`src/rtl/irq_daisy_agent.sv`:
```
module irq_daisy_agent #(
  parameter int unsigned IRQ_LEVEL     = 3,
  parameter int unsigned LINES         = 7,
  parameter logic [7:0]  STATUS_ID     = 8'hA5,
  parameter int unsigned CLK_PERIOD_NS = 5,
  parameter int unsigned RELEASE_NS    = 30
) (
  input  logic             clk,
  input  logic             rst_n,
  input  logic             req_i,
  input  logic             as_n,
  input  logic             ds0_n,
  input  logic             iack_n,
  input  logic [2:0]       lvl_addr,
  input  logic             chain_in_n,
  output logic [LINES-1:0] irq_n,
  output logic             chain_out_n,
  output logic             dtack_n,
  output logic [7:0]       vec_data,
  output logic             vec_oe
);

  localparam int unsigned HOLD_CYC = (RELEASE_NS + CLK_PERIOD_NS - 1) / CLK_PERIOD_NS;
  localparam int unsigned CNT_W    = $clog2(HOLD_CYC + 1);
  localparam logic [2:0]  MY_LVL   = 3'(IRQ_LEVEL);

  typedef enum logic [2:0] {S_IDLE, S_PEND, S_PASS, S_HOLD, S_ACK, S_DRIVE} st_t;

  st_t             st, st_nx;
  logic            chain_q;
  logic            req_held;
  logic [CNT_W-1:0] cnt;
  logic            irq_on;
  logic            chain_drv;

  wire chain_fell = chain_q && !chain_in_n;
  wire ack_seen   = chain_fell && !as_n && !iack_n;

  always_comb begin
    st_nx = st;
    case (st)
      S_IDLE:  if (req_held) st_nx = S_PEND;
      S_PEND:  if (ack_seen) st_nx = (lvl_addr == MY_LVL) ? S_ACK : S_PASS;
      S_PASS:  if (as_n) st_nx = S_HOLD;
      S_HOLD:  if (cnt == CNT_W'(HOLD_CYC - 1)) st_nx = S_PEND;
      S_ACK:   if (as_n) st_nx = S_PEND;
               else if (!ds0_n) st_nx = S_DRIVE;
      S_DRIVE: if (as_n) st_nx = S_IDLE;
      default: st_nx = S_IDLE;
    endcase
  end

  always_comb begin
    irq_on    = 1'b0;
    chain_drv = chain_in_n;
    dtack_n   = 1'b1;
    vec_oe    = 1'b0;
    case (st)
      S_PEND:  irq_on = 1'b1;
      S_PASS, S_HOLD: begin
        irq_on    = 1'b1;
        chain_drv = 1'b0;
      end
      S_ACK: begin
        irq_on    = 1'b1;
        chain_drv = 1'b1;
      end
      S_DRIVE: begin
        irq_on    = 1'b1;
        chain_drv = 1'b1;
        dtack_n   = 1'b0;
        vec_oe    = 1'b1;
      end
      default: ;
    endcase
  end

  assign chain_out_n = chain_drv | ~rst_n;
  assign vec_data    = vec_oe ? STATUS_ID : 8'h00;

  for (genvar i = 0; i < LINES; i++) begin : g_line
    assign irq_n[i] = !(irq_on && (i + 1 == IRQ_LEVEL));
  end

  always_ff @(posedge clk or negedge rst_n) begin
    if (!rst_n) begin
      st       <= S_IDLE;
      chain_q  <= 1'b1;
      req_held <= 1'b0;
      cnt      <= '0;
    end else begin
      st      <= st_nx;
      chain_q <= chain_in_n;
      cnt     <= (st == S_HOLD) ? cnt + 1'b1 : '0;
      if (st == S_DRIVE && as_n)
        req_held <= 1'b0;
      else if (!req_held || st == S_DRIVE)
        req_held <= req_i;
    end
  end

  logic [CNT_W-1:0] since_as;
  always_ff @(posedge clk or negedge rst_n) begin
    if (!rst_n)               since_as <= '0;
    else if (!as_n)           since_as <= '0;
    else if (since_as != CNT_W'(HOLD_CYC)) since_as <= since_as + 1'b1;
  end

  assert_one_line_R3: assert property (@(posedge clk) disable iff (!rst_n)
    $onehot0(~irq_n));

  assert_no_pass_and_ack_R5: assert property (@(posedge clk) disable iff (!rst_n)
    !(!dtack_n && !chain_out_n));

  assert_dtack_after_ds_R7: assert property (@(posedge clk) disable iff (!rst_n)
    $fell(dtack_n) |-> !$past(ds0_n));

  assert_dtack_until_as_R8: assert property (@(posedge clk) disable iff (!rst_n)
    $rose(dtack_n) |-> $past(as_n));

  assert_release_gap_R6: assert property (@(posedge clk) disable iff (!rst_n)
    (st == S_HOLD && st_nx == S_PEND) |-> since_as >= CNT_W'(HOLD_CYC));

  assert_fresh_edge_R4: assert property (@(posedge clk) disable iff (!rst_n)
    ((st == S_ACK || st == S_PASS) && $past(st) == S_PEND)
      |-> ($past(chain_in_n, 2) && !$past(chain_in_n)));

endmodule

```
`config.mk`:
```
export PLATFORM = sky130hd
export DESIGN_NAME = irq_daisy_agent
export DESIGN_NICKNAME = d
export VERILOG_FILES = /design/src/rtl/irq_daisy_agent.sv
export SDC_FILE = /design/constraint.sdc
export NUM_CORES = 1
export LEC_CHECK = 0
export ABC_CLOCK_PERIOD_IN_PS = 2830
export CAP_MARGIN = 5
export CELL_PAD_IN_SITES_DETAIL_PLACEMENT = 1
export CELL_PAD_IN_SITES_GLOBAL_PLACEMENT = 1
export CORE_MARGIN = 2
export CORE_UTILIZATION = 30
export CTS_CLUSTER_SIZE = 14
export DETAILED_ROUTE_END_ITERATION = 10
export GPL_TIMING_DRIVEN = 0
export PLACE_DENSITY = 0.93
export SETUP_SLACK_MARGIN = 0.5
export SYNTH_ARGS = -nofsm -noshare
export SYNTH_HDL_FRONTEND = slang
export SYNTH_SLANG_ARGS = --single-unit
export TNS_END_PERCENT = 100
```
`constraint.sdc`:
```
create_clock -name clk -period 2.83 [get_ports clk]
set_input_delay 0.566 -clock clk [delete_from_list [all_inputs] [get_ports clk]]
set_output_delay 0.566 -clock clk [all_outputs]
set_load 0.005 [all_outputs]
```
==> results.tsv <==
metric	value	unit
Starting Density	32.4	%
Core Area	1760	um2
Worst-path clk slew	0.06	ns
worst path cell trace	buf_4 -> inv_4 -> and3_4 -> buf_4 -> clkdlybuf4s50_1	
hold slack	0.146	ns
fillers	229	
GP Congestion	0.787	
share of the synthesized area in the top cell type	30.6	%
Hold Fails Final Rpt	0	
Buf/Inv on CP	4	
fin area	835	um2
DRT Pass-1 Iters	3	
Worst Hold Class	in -> async	
Clk Latency, worst-skew pair	0.26	ns
setup tns final	0	ns
Port Buffers	17	
synth warn	0	
total track usage	13.7	%
DR iter-0 viols	3	
layout cell share with drive strength beyond 1	32.2	%
sequential share of the synthesized area	35.2	%
synthesized area	572	um2
status	completed	
# diodes	0	
Final Max Slew Viols	0	
DIE WIDTH	47.7	um
Placement Cell Area	803	um2
flops & latches, synth	8	
largest net degree at the start of global routing	11	
Top delay family on crit path	buffers and inverters	
DR vias/cell	4.36	
CTS tree	built	
top-count cell post-synth	buf_4	
Worst Setup Start Kind	flop	
ys flop type	dfrtp_1	
Worst path slowest cell	clkdlybuf4s50_1	
Area Growth Syn to Fin	46.0	%
DP Cell Count	111	
Critical Path RT	2.26	ns
RSZ-0062 raised after global routing	no	
vias in the first global route	515	
CTS Buf Count	3	
critical path peak fanout	9	
Arr. time, crit path	1.68	ns
number of nets in the layout	103	
mean post-synth cell area	9.37	um2
Cell Rows	15	
top cells by count, synth	14 x buf_4, 7 x dfrtp_1, 6 x nor2_1	
Worst VDD drop	0.000375	V
die height	47.7	um
Hold-fix buffers, CTS	0	
initial antenna violation count	0	
H-tree depth	1	
Power Density	504	nW/um2
Post-synth EDFFs	0	
asr flop ratio synth	100	%
slowest cell delay on critical path	0.48	ns
first-pass GRT wire length	2.10	mm
Post-Synthesis Cells	61	
Worst Setup Path Type	reg -> out	
Non-Filler Instances	115	
clk sinks	8	
CTS root buf	clkbuf_4	
die area	2270	um2
Yosys cell types	27	
final WL	1.29	mm
routed wire length per instance	11.2	um
total gr overflow	0	
Post-CTS Setup Inserts	0	
DPL Wire Length	1.06	mm
drt drc	0	
Setup crit end kind	output port	
Synth area leaders	dfrtp_1 31%, buf_4 18%, dfstp_2 4.6%	
Pleak	0.391	nW
crit path time final	2.25	ns
CP dominant cell by count	buf_4	
Max Clock Skew	0.0105	ns
Synth area leader	dfrtp_1	
final antenna-violating net count	0	
Final Setup Violations	0	
routed via count	501	
# IOs	28	
part of the cycle the worst path needs	79.4	%
clk buf depth	2	
Max Cap Viol	0	
fmax	0.445	GHz
## kinds of logic (layout without fill, tap and decap cells)
family / Yosys count / after routing / share of synthesized area (%)
buffers and inverters: 20 / 41 / 23.0
and+or+nand+nor: 16 / 16 / 17.3
AOI/OAI and AO/OA: 12 / 12 / 17.3
DFF: 8 / 8 / 35.2
adders and majority gates: 2 / 2 / 4.38
other: 2 / 10 / 1.31
xor gates and xnor gates: 1 / 1 / 1.53
## flip-flops by register name, summed over array words and instances (netlist names)
signal / count
st: 3
chain_q: 1
cnt: 3
req_held: 1
## area by class of cell
type                            count  area, um2  share of cell area (%)
Buffer                             17        123                    14.7
Multi-Input combinational cell     41        274                    32.8
Sequential cell                     8        201                    24.1
Timing Repair Buffer               17        165                    19.8
Inverter                            3       13.8                    1.65
Tap cell                           25       31.3                    3.75
Clock buffer                        4       26.3                    3.15
## report_power, final
group | total [mW] | switching [mW] | internal [mW] | leakage, nW
combinational | 0.167 | 0.0869 | 0.0803 | 0.283
clock | 0.0972 | 0.0431 | 0.0542 | 0.0150
sequential | 0.156 | 0.0160 | 0.140 | 0.0934
total | 0.420 | 0.146 | 0.275 | 0.391
## stage by stage
stage	power, mW	setup slack [ns]	utilization [%]
2_1_floorplan	0.262	1.28	-
3_3_place_gp	0.303	0.338	45.5
3_5_place_dp	0.318	0.301	45.5
4_1_cts	0.418	0.530	47.2
5_1_grt	0.454	0.502	47.3
6_report	0.420	0.583	47.3
## layer usage
layer  vias to the layer above  GRT usage (%)  routed length, um
li1                        243              -                  -
met1                       232           14.1                512
met2                        22           24.6                639
met3                         4           3.77                109
met4                         0           8.11                 27
met5                         -              0                  0
## path summary, 6_finish.rpt
kind	from	to	slack [ns]	cells past startpoint
worst min-delay path	rst_n	st[0]$_DFFE_PN0P_	0.15	1
min in group clk	cnt[0]$_DFF_PN0_	cnt[0]$_DFF_PN0_	0.50	1
worst min register to register	cnt[0]$_DFF_PN0_	cnt[0]$_DFF_PN0_	0.50	1
worst max register to register	chain_q$_DFF_PN1_	st[1]$_DFFE_PN0P_	1.59	3
max in group asynchronous	rst_n	chain_q$_DFF_PN1_	2.42	1
worst max-delay path	st[1]$_DFFE_PN0P_	vec_data[5]	0.58	5
## placed cells by master, fill, tap and decap left out, drive strengths merged, types with 2 or more instances in the layout
cell type / netlist / routed
clkdlybuf4s50: 0 / 15
buf: 17 / 17
a21oi: 3 / 3
nor2: 6 / 6
inv: 3 / 3
o21ai: 2 / 2
clkbuf: 0 / 5
nand2: 3 / 3
conb: 2 / 10
dfrtp: 7 / 7
ha: 2 / 2
## repair_timing
action	4_1_cts	5_1_grt
gates resized for setup	4	6
gates cloned	0	0
setup endpoints to repair	5	5
(Power assumes the default switching activity.)
